[config.mk]
export PLATFORM = sky130hd
export DESIGN_NAME = shadow_remap_top
export DESIGN_NICKNAME = d
export VERILOG_FILES = /design/src/rtl/shadow_remap_pkg.sv /design/src/rtl/sr_ctx_pack.sv /design/src/rtl/sr_spec_redirect.sv /design/src/rtl/sr_priv_check.sv /design/src/rtl/shadow_remap_top.sv
export SDC_FILE = /design/constraint.sdc
export NUM_CORES = 1
export LEC_CHECK = 0
export CAP_MARGIN = 40
export CORE_MARGIN = 10
export CORE_UTILIZATION = 50
export CTS_CLUSTER_DIAMETER = 120
export DETAILED_ROUTE_END_ITERATION = 10
export DONT_BUFFER_PORTS = 1
export PLACE_DENSITY = 0.76
export RECOVER_POWER = 25
export SYNTH_ARGS = -nofsm -noshare
export SYNTH_HDL_FRONTEND = slang
export SYNTH_SLANG_ARGS = --single-unit
[constraint.sdc]
create_clock -name clk -period 1.3 [get_ports clk]
set_clock_uncertainty 0.1 [all_clocks]
set_input_delay 0.065 -clock clk [delete_from_list [all_inputs] [get_ports clk]]
set_output_delay 0.065 -clock clk [all_outputs]
set_load 0.02 [all_outputs]
[src/rtl/shadow_remap_pkg.sv]
package shadow_remap_pkg;

    localparam int INSN_W     = 32;
    localparam int ARCH_CNT   = 32;
    localparam int SHADOW_CNT = 8;
    localparam int SPEC_W     = $clog2(ARCH_CNT);
    localparam int PHYS_CNT   = ARCH_CNT + SHADOW_CNT;
    localparam int PHYS_W     = $clog2(PHYS_CNT);
    localparam int EXT_W      = INSN_W + 1;
    localparam int OPC_W      = 6;
    localparam int OPC_LSB    = INSN_W - OPC_W;

    // Specifier field positions
    localparam int FLD_A_LSB  = 21;
    localparam int FLD_B_LSB  = 16;
    localparam int FLD_C_LSB  = 0;

    // Shadowed architectural registers: a contiguous run plus one extra
    localparam int RUN_LO     = 8;
    localparam int RUN_HI     = 14;
    localparam int RUN_EXTRA  = 25;
    localparam int NEVER_MAP  = ARCH_CNT - 1;

    typedef logic [SPEC_W-1:0] arch_idx_t;
    typedef logic [PHYS_W-1:0] phys_idx_t;
    typedef logic [OPC_W-1:0]  opcode_t;

    typedef struct packed {
        logic              pal;
        logic [INSN_W-1:0] word;
    } ext_insn_t;

    typedef enum logic [1:0] {
        SPEC_A = 2'd0,
        SPEC_B = 2'd1,
        SPEC_C = 2'd2
    } spec_sel_e;

    typedef struct packed {
        phys_idx_t a;
        phys_idx_t b;
        phys_idx_t c;
    } phys_triple_t;

    function automatic arch_idx_t pick_field(ext_insn_t x, spec_sel_e s);
        case (s)
            SPEC_A:  return x.word[FLD_A_LSB +: SPEC_W];
            SPEC_B:  return x.word[FLD_B_LSB +: SPEC_W];
            default: return x.word[FLD_C_LSB +: SPEC_W];
        endcase
    endfunction

    function automatic phys_idx_t shadow_slot(arch_idx_t a);
        int v;
        v = int'(a);
        if (v == NEVER_MAP)
            return phys_idx_t'(v);
        if (v >= RUN_LO && v <= RUN_HI)
            return phys_idx_t'(ARCH_CNT + v - RUN_LO);
        if (v == RUN_EXTRA)
            return phys_idx_t'(ARCH_CNT + RUN_HI - RUN_LO + 1);
        return phys_idx_t'(v);
    endfunction

    function automatic logic is_priv_opcode(opcode_t op);
        case (op)
            6'h19, 6'h1B, 6'h1D, 6'h1E, 6'h1F: return 1'b1;
            default:                           return 1'b0;
        endcase
    endfunction

endpackage

[src/rtl/sr_ctx_pack.sv]
module sr_ctx_pack
    import shadow_remap_pkg::*;
#(
    parameter int PC_W = 64
) (
    input  logic [INSN_W-1:0] insn,
    input  logic [PC_W-1:0]   pc,
    output ext_insn_t         ext
);
    logic unused_pc_hi;
    assign unused_pc_hi = ^pc[PC_W-1:1];

    always_comb begin
        ext.word = insn;
        ext.pal  = pc[0];
    end
endmodule

[src/rtl/sr_spec_redirect.sv]
module sr_spec_redirect
    import shadow_remap_pkg::*;
#(
    parameter spec_sel_e SEL = SPEC_A
) (
    input  ext_insn_t ext,
    output phys_idx_t phys
);
    arch_idx_t arch;

    always_comb begin
        arch = pick_field(ext, SEL);
        if (ext.pal)
            phys = shadow_slot(arch);
        else
            phys = phys_idx_t'(arch);
    end

    // Shadow slots are only reachable in privileged mode
    always_comb begin
        if (!ext.pal)
            a_no_shadow_normal_r4: assert (int'(phys) < ARCH_CNT);
    end
endmodule

[src/rtl/sr_priv_check.sv]
module sr_priv_check
    import shadow_remap_pkg::*;
(
    input  ext_insn_t ext,
    output logic      fault
);
    opcode_t op;

    always_comb begin
        op    = ext.word[OPC_LSB +: OPC_W];
        fault = is_priv_opcode(op) && !ext.pal;
    end
endmodule

[src/rtl/shadow_remap_top.sv]
module shadow_remap_top
    import shadow_remap_pkg::*;
#(
    parameter int PC_W = 64
) (
    input  logic              clk,
    input  logic              rst,
    input  logic              in_valid,
    input  logic [INSN_W-1:0] in_insn,
    input  logic [PC_W-1:0]   in_pc,
    output logic              out_valid,
    output logic [EXT_W-1:0]  out_ext,
    output logic [PHYS_W-1:0] out_ra_phys,
    output logic [PHYS_W-1:0] out_rb_phys,
    output logic [PHYS_W-1:0] out_rc_phys,
    output logic              out_fault
);
    localparam int NUM_SPEC = 3;

    ext_insn_t    ext_c;
    phys_idx_t    phys_c [NUM_SPEC];
    logic         fault_c;

    ext_insn_t    ext_q;
    phys_triple_t phys_q;
    logic         fault_q;
    logic         valid_q;

    sr_ctx_pack #(.PC_W(PC_W)) u_ctx (
        .insn (in_insn),
        .pc   (in_pc),
        .ext  (ext_c)
    );

    for (genvar g = 0; g < NUM_SPEC; g++) begin : g_spec
        sr_spec_redirect #(.SEL(spec_sel_e'(g))) u_redir (
            .ext  (ext_c),
            .phys (phys_c[g])
        );
    end

    sr_priv_check u_priv (
        .ext   (ext_c),
        .fault (fault_c)
    );

    always_ff @(posedge clk) begin
        if (rst) begin
            valid_q <= 1'b0;
            ext_q   <= '0;
            phys_q  <= '0;
            fault_q <= 1'b0;
        end else begin
            valid_q <= in_valid;
            if (in_valid) begin
                ext_q    <= ext_c;
                phys_q.a <= phys_c[0];
                phys_q.b <= phys_c[1];
                phys_q.c <= phys_c[2];
                fault_q  <= fault_c;
            end
        end
    end

    assign out_valid   = valid_q;
    assign out_ext     = ext_q;
    assign out_ra_phys = phys_q.a;
    assign out_rb_phys = phys_q.b;
    assign out_rc_phys = phys_q.c;
    assign out_fault   = fault_q;

    p_valid_follow_r2: assert property (@(posedge clk) disable iff (rst)
        in_valid |=> out_valid);

    p_ext_capture_r3: assert property (@(posedge clk) disable iff (rst)
        in_valid |=> out_ext == $past({in_pc[0], in_insn}));

    p_normal_pass_r4: assert property (@(posedge clk) disable iff (rst)
        (in_valid && !in_pc[0]) |=> out_rb_phys == PHYS_W'($past(in_insn[20:16])));

    p_extra_shadow_r5: assert property (@(posedge clk) disable iff (rst)
        (in_valid && in_pc[0] && in_insn[25:21] == 5'd25) |=> out_ra_phys == 6'd39);

    p_r31_fixed_r6: assert property (@(posedge clk) disable iff (rst)
        (in_valid && in_insn[4:0] == 5'd31) |=> out_rc_phys == 6'd31);

    p_no_fault_priv_r7: assert property (@(posedge clk) disable iff (rst)
        (in_valid && in_pc[0]) |=> !out_fault);

    p_hold_r8: assert property (@(posedge clk) disable iff (rst)
        !in_valid |=> ($stable(out_ext) && $stable(out_ra_phys) &&
                       $stable(out_rb_phys) && $stable(out_rc_phys) &&
                       $stable(out_fault)));
endmodule

==> results of run 1 <==
==> layout make-up <==
type / count / area share (%)
timing repair buffer: 56 / 18.1
inverter: 10 / 1.26
tap: 52 / 2.18
clock inverter: 1 / 0.252
clock buffer: 6 / 2.77
sequential: 53 / 35.7
multi-input combinational: 183 / 39.7
==> cell usage in the layout, fill, tap and decap left out, types with 2 or more instances in the layout <==
cell and instances:
nand2_1 16, ha_1 6, and2_1 2, a211oi_2 2, dfxtp_2 3, nand2b_1 8
a211oi_1 4, a31oi_1 2, o21ai_1 4, dfxtp_1 50, nor3_1 2, clkbuf_8 6
dlygate4sd3_1 39, o21ai_0 5, a21oi_2 2, o211ai_1 2, inv_1 10, a41oi_2 2
nor2_1 52, buf_4 13, o22ai_1 2, a21oi_1 13, dlymetal6s4s_1 2, nand4_1 3
mux2i_1 33, nand3_1 6
==> power by group through the flow <==
stage,registers [W],clock network [W],logic (W)
3_3_place_gp,0.00192,0,0.000321
4_1_cts,0.00189,0.000962,0.000474
2_1_floorplan,0.00193,0,0.000292
5_1_grt,0.00190,0.00103,0.000531
6_report,0.00189,0.000933,0.000477
3_5_place_dp,0.00192,0,0.000332
==> worst max-delay path by stage <==
| stage | slack, ns | from | endpoint |
|---|---|---|---|
| 3_5_place_dp | -0.04 | in_insn[20] | out_rb_phys[3] |
| 4_1_cts | 0.02 | out_rb_phys[2] | out_rb_phys[2] |
| 6_report | 0.06 | out_rb_phys[2] | out_rb_phys[2] |
| 5_1_grt | -0.006 | out_rb_phys[2] | out_rb_phys[2] |
| 3_3_place_gp | -0.02 | in_insn[4] | out_rc_phys[4] |
| 2_1_floorplan | 0.01 | in_insn[20] | out_rb_phys[3] |
==> layer usage <==
metal	vias to the layer above	share of wire (%)	GRT usage [%]
met5	-	0	0
met1	971	39	18.8
met4	0	1.4	6.17
met3	6	9.5	6.34
met2	75	50	28.6
li1	997	-	-
==> what timing repair did <==
item | in CTS | in global routing
hold endpoints to repair | 53 | 48
hold buffers | 44 | 2
endpoints found under the setup margin | 0 | 7
gates resized for setup | 0 | 9
==> cells by family (layout without fill, tap and decap cells) <==
logic type               after synthesis  count (layout)
multiplexers                          33              33
AND/OR/NAND/NOR                       95              95
buffers and inverters                 26              73
flip-flops                            53              53
adder cells (fa/ha/maj)                6               6
AO/OA/AOI/OAI                         49              49
==> per-stage QoR <==
step / instances / util, % / setup TNS [ns] / setup WS [ns] / area [um^2]
4_1_cts: 363 / 67.2 / 0 / 0.0160 / 2990
5_1_grt: 361 / 67.1 / -0.00569 / -0.00569 / 2980
3_5_place_dp: 312 / 55.0 / -0.0936 / -0.0449 / 2440
6_report: 361 / 67.1 / 0 / 0.0592 / 2980
2_1_floorplan: 262 / - / 0 / 0.0120 / 2350
3_3_place_gp: 312 / 55.0 / -0.0363 / -0.0233 / 2440
==> flip-flops by register name, indices dropped and copies added, names as in the netlist <==
register	flops
out_ext	33
out_ra_phys	6
out_rb_phys	6
out_rc_phys	6
out_fault	1
out_valid	1
==> results.md, run 1 <==
* Max_cap viols at 0
* Inserted Clock Buffers at 5
* CP Launch Type: register
* P_int at 0.00241 W
* Area contributors post-synth: dfxtp_1 (45%), mux2i_1 (14%), nor2_1 (8.5%)
* Static leakage at 1.31 nW
* Pins Over Slew Limit at 0
* Compound-Gate Fraction of Synth Area at 14.7%
* Tot Pwr at 0.00330 W
* Hold EP: out_ra_phys[1]
* Gr usage total at 16.8%
* Ports at 152
* Async set-reset flop share out of synthesis at 0%
* Largest area contributor in the netlist: dfxtp_1
* Net Count, Synth at 367
* Area of the multi-input gates at 1180 um^2
* Crit path required time at 1.44 ns
* Syn Inst Count at 262
* Diodes inserted at 0
* DRT Pass-1 Iters at 4
* Post-CTS setup buffer count at 0
* Clock Latency Late Sink at 0.29 ns
* CTS tree: built
* Row count at 24
* CP max stage delay at 0.56 ns
* Primary FF master, synth: dfxtp_1
* Area share of fa/ha/maj cells after synthesis at 3.21%
* Slew HR at 78.3%
* Post-synth top area share at 45.3%
* CP Data Arrival Time at 1.38 ns
* Final Hold Fails at 47
* Vias in the first global route at 2,045
* Max IR drop VDD at 860 uV
* Register share of total power at 57.2%
* First-pass GRT wire length at 10.5 mm
* Hold Path Depth at 1
* Crit path buf inv count at 1
* PD cells at 1110 nW/um^2
* CP Cell Sequence: nor2_1, a211oi_1, dlygate4sd3_1
* NetSw at 0.000887 W
* Switching Fraction at 26.9%
* Area Overhead vs Synth at 27.3%
* Worst hold slack at -0.248 ns
* Placer Congestion at 0.767
* Hold Crit Class: in -> reg
* Core Area at 4440 um^2
* Clock Sinks at 53
* Post-Syn Area at 2340 um^2
* Avg WL per Cell at 18.4 um
* H-tree depth at 2
* Via/cell ratio at 5.68
* Synthesis-stage register bit count at 53
* Synth warnings at 0
* Clk pwr share at 28.3%
* Critical Path End Type: register
* Top delay family on crit path: buffers and inverters
* Post-Route WL at 6.63 mm
* Max Fclk at 806 MHz
* Post-DP HPWL at 4.15 mm
* Syn Area/Cell at 8.94 um^2
* Distinct cells, synth at 41
* RR Endpoint: out_rb_phys[2]
* Slew @ Worst Pin at 0.324 ns
* CP Max Fanout at 2
* Die H at 88.4 um
* Initial Util at 52.7%
* Total gr overflow at 0
* Layout cells sized above 1 at 11.3%
* Slowest stage cell, crit path: dlygate4sd3_1
* Status: finished, violations left
* Post-synth EDFFs at 0
* Seq/Total Area, Yosys at 45.3%
* Die extent in x at 88.4 um
* Residual DRC at 0
* Pin count of the biggest net entering global routing at 67
* Nets at 414
* Post-synth top cells: dfxtp_1 (53), nor2_1 (53), mux2i_1 (33)
* Post-synthesis mux area share at 14.1%
* Setup violations, final at 0
* Combinational Power Share at 14.5%
* Worst R2R Start: out_rb_phys[2]
* Fillers at 353
* Critical path class: reg -> reg
* Largest family of logic cells by synthesized area: simple AND/OR/NAND/NOR gates
* Clk root buf: clkbuf_8
* Final min period at 1.24 ns
* Worst reg-to-reg path cell count at 3
* PortBufs at 0
* Synth Area in XOR/XNOR at 0%
* Simple-gate share of the synthesized area at 17.8%
* Hold_sp: in_valid
* Area of the die at 7820 um^2
* Final ANT Viol Nets at 0
* CTS clk-pin slew, worst paths at 0.09 ns
* Initial DRC Count at 229
* Via count at 2,049
* Period utilization at 95.4%
* WP depth at 3
* Sequential Area at 1060 um^2
* Antenna violations before repair at 0
* Clock buffer depth at 2
* Failing checks: negative hold slack
* Flop2flop setup slack at 0.06 ns
(Power assumes the default switching activity.)
==> run 2: changes to the inputs <==
- ABC_CLOCK_PERIOD_IN_PS: not set -> 1600
- PLACE_DENSITY: 0.76 -> 0.73
- REMOVE_ABC_BUFFERS: not set -> 1
- clock period: 1.3 -> 1.6 ns (I/O delays scaled with it)
==> results.md, run 2 (synthesis results as in run 1) <==
* Status: finished, violations left
* Failing checks: negative hold slack
* Commonest non-fill, non-tap cells in the layout: dlygate4sd3_1 (58), nor2_1 (53), dfxtp_1 (53)
* Crit path required time at 1.75 ns (+0.31 ns)
* Nets at 419 (+1.2%)
* Final instance area at 3090 um^2 (+3.7%)
* Placer Congestion at 0.876 (+14%)
* RSZ-0062 raised after global routing: no
* Placed Cells at 298 (-4.5%)
* Clock Sinks at 53 (unchanged)
* Die extent in x at 88.4 um (unchanged)
* Avg WL per Cell at 18.5 um (+0.99%)
* Pins Over Slew Limit at 0 (unchanged)
* Switching Fraction at 26.6% (-0.28 points)
* Start point of the critical path: in_pc[0]
* Gr usage total at 17.7% (+0.91 points)
* PD cells at 942 nW/um^2 (-15%)
* Final TNS setup at 0 ns (unchanged)
* Total gr overflow at 0 (unchanged)
* Initial DRC Count at 84 (-63%)
* H-tree depth at 2 (unchanged)
* DRT Pass-1 Iters at 4 (unchanged)
* PortBufs at 0 (unchanged)
* Ports at 152 (unchanged)
* CTS tree: built
* Post-DP HPWL at 3.82 mm (-8.1%)
* Pin count of the biggest net entering global routing at 54 (-19%)
* CP Launch Type: primary input
* Max_cap viols at 0 (unchanged)
* Critical path class: in -> reg
* Diodes inserted at 0 (unchanged)
* Clk pwr share at 32.5% (+4.2 points)
* Tot Pwr at 0.00291 W (-12%)
* Clk root buf: clkbuf_8
* Hold Crit Class: in -> reg
* Inserted Clock Buffers at 5 (unchanged)
* Hold_buf cts at 61 (+39%)
* Via/cell ratio at 5.61 (-1.2%)
* Area after DPL at 2330 um^2 (-4.6%)
* Combinational Power Share at 14.0% (-0.5 points)
* Period utilization at 93.2%
* NetSw at 0.000776 W (-13%)
* Clock Latency Late Sink at 0.31 ns (+0.02 ns)
* First-pass GRT wire length at 11.0 mm (+5.6%)
* Core Area at 4440 um^2 (unchanged)
* Via count at 2,058 (+0.44%)
* Initial Util at 52.7% (unchanged)
* Max reg flops at 33 (unchanged)
* Worst R2R Start: out_ext[9]
* Layout cells sized above 1 at 5.71% (-5.6 points)
* Critical Path End Type: register
* CP Data Arrival Time at 1.64 ns (+0.26 ns)
* RR Endpoint: out_ext[9]
* Vias in the first global route at 2,200 (+7.6%)
* Slew @ Worst Pin at 0.526 ns (+0.202 ns)
* Fillers at 365 (+3.4%)
* Die H at 88.4 um (unchanged)
* Worst hold slack at -0.178 ns (+0.0695 ns)
* Post-Route WL at 6.80 mm (+2.7%)
* Register share of total power at 53.5% (-3.7 points)
* Commonest non-fill, non-tap cell in the layout: dlygate4sd3_1
* Final ANT Viol Nets at 0 (unchanged)
* Max Fclk at 671 MHz
* Worst reg-to-reg path cell count at 3 (unchanged)
* Clock buffer depth at 2 (unchanged)
* P_int at 0.00214 W (-11%)
* Post-CTS setup buffer count at 0 (unchanged)
* Slew HR at 64.8% (-14 points)
* Row count at 24 (unchanged)
* Area Overhead vs Synth at 32.0%
* Setup violations, final at 0 (unchanged)
* Antenna violations before repair at 0 (unchanged)
* CTS clk-pin slew, worst paths at 0.10 ns (about the same)
* Residual DRC at 0 (unchanged)
* Final Hold Fails at 1 (-98%)
* Max IR drop VDD at 518 uV (-40%)
* Critical Path End: out_rb_phys[5]
* Static leakage at 1.30 nW (-0.64%)
* CP Max Fanout at 12 (+10)
* Fin cells at 367 (+1.7%)
* Final min period at 1.49 ns
* Flop2flop setup slack at 0.13 ns (+0.07 ns)
* Area of the die at 7820 um^2 (unchanged)
==> run 2: changes by cell type in the layout (fill, tap and decap cells not counted), sizes merged <==
cell / previous run / this run
dlygate4sd3: 39 / 58
clkbuf: 7 / 6
dlymetal6s4s: 2 / 1
bufinv: 0 / 1
buf: 14 / 2
==> run 2: area by class of cell <==
class	count	area [um^2]	share of cell area (%)
clock buffer	6	82.6	2.67
clock inverter	2	37.5	1.21
inverter	10	37.5	1.21
multi-input combinational	183	1170	38.0
sequential	53	1060	34.3
tap	52	65.1	2.10
timing repair buffer	61	633	20.5
==> run 2: how the worst min path moves through the flow <==
| stage | start | cells past startpoint | to |
|---|---|---|---|
| 2_1_floorplan | rst | 1 | out_rc_phys[4] |
| 3_3_place_gp | rst | 1 | out_rc_phys[4] |
| 3_5_place_dp | rst | 1 | out_rc_phys[4] |
| 4_1_cts | in_insn[3] | 2 | out_rc_phys[3] |
| 5_1_grt | in_insn[3] | 2 | out_rc_phys[3] |
| 6_report | in_insn[3] | 2 | out_rc_phys[3] |
==> run 2: stage by stage <==
stage          utilization, %  worst slack (ns)
6_report                 69.6             0.109
5_1_grt                  69.6            0.0258
4_1_cts                  69.4           0.00915
3_5_place_dp             52.5             0.173
3_3_place_gp             52.5             0.185
2_1_floorplan               -             0.276
==> run 2: repair_timing <==
action                                  4_1_cts  5_1_grt
endpoints found under the hold margin        53        1
endpoints found under the setup margin        0        3
resized for setup                             0        2
==> run 2: routing by layer <==
| layer | vias to the layer above | part of all wire (%) | global-route usage (%) | routed length, um |
|---|---|---|---|---|
| met5 | - | 0 | 0 | 0 |
| li1 | 1011 | - | - | - |
| met2 | 84 | 50 | 30.1 | 3390 |
| met1 | 961 | 38 | 19.3 | 2580 |
| met4 | 0 | 0.21 | 4.11 | 14 |
| met3 | 2 | 12 | 9.10 | 818 |
==> run 2: power by group through the flow <==
stage	Sequential [W]	Clock (W)	Combinational [W]
6_report	0.00156	0.000947	0.000408
4_1_cts	0.00156	0.000964	0.000397
2_1_floorplan	0.00157	0	0.000182
5_1_grt	0.00157	0.00102	0.000456
3_3_place_gp	0.00159	0	0.000198
3_5_place_dp	0.00159	0	0.000206
==> run 2: critical path: stages <==
cell and delay (ns):
dlygate4sd3_1 0.87, nand2_1 0.15, or2_2 0.32, a21oi_1 0.13, a21o_1 0.09
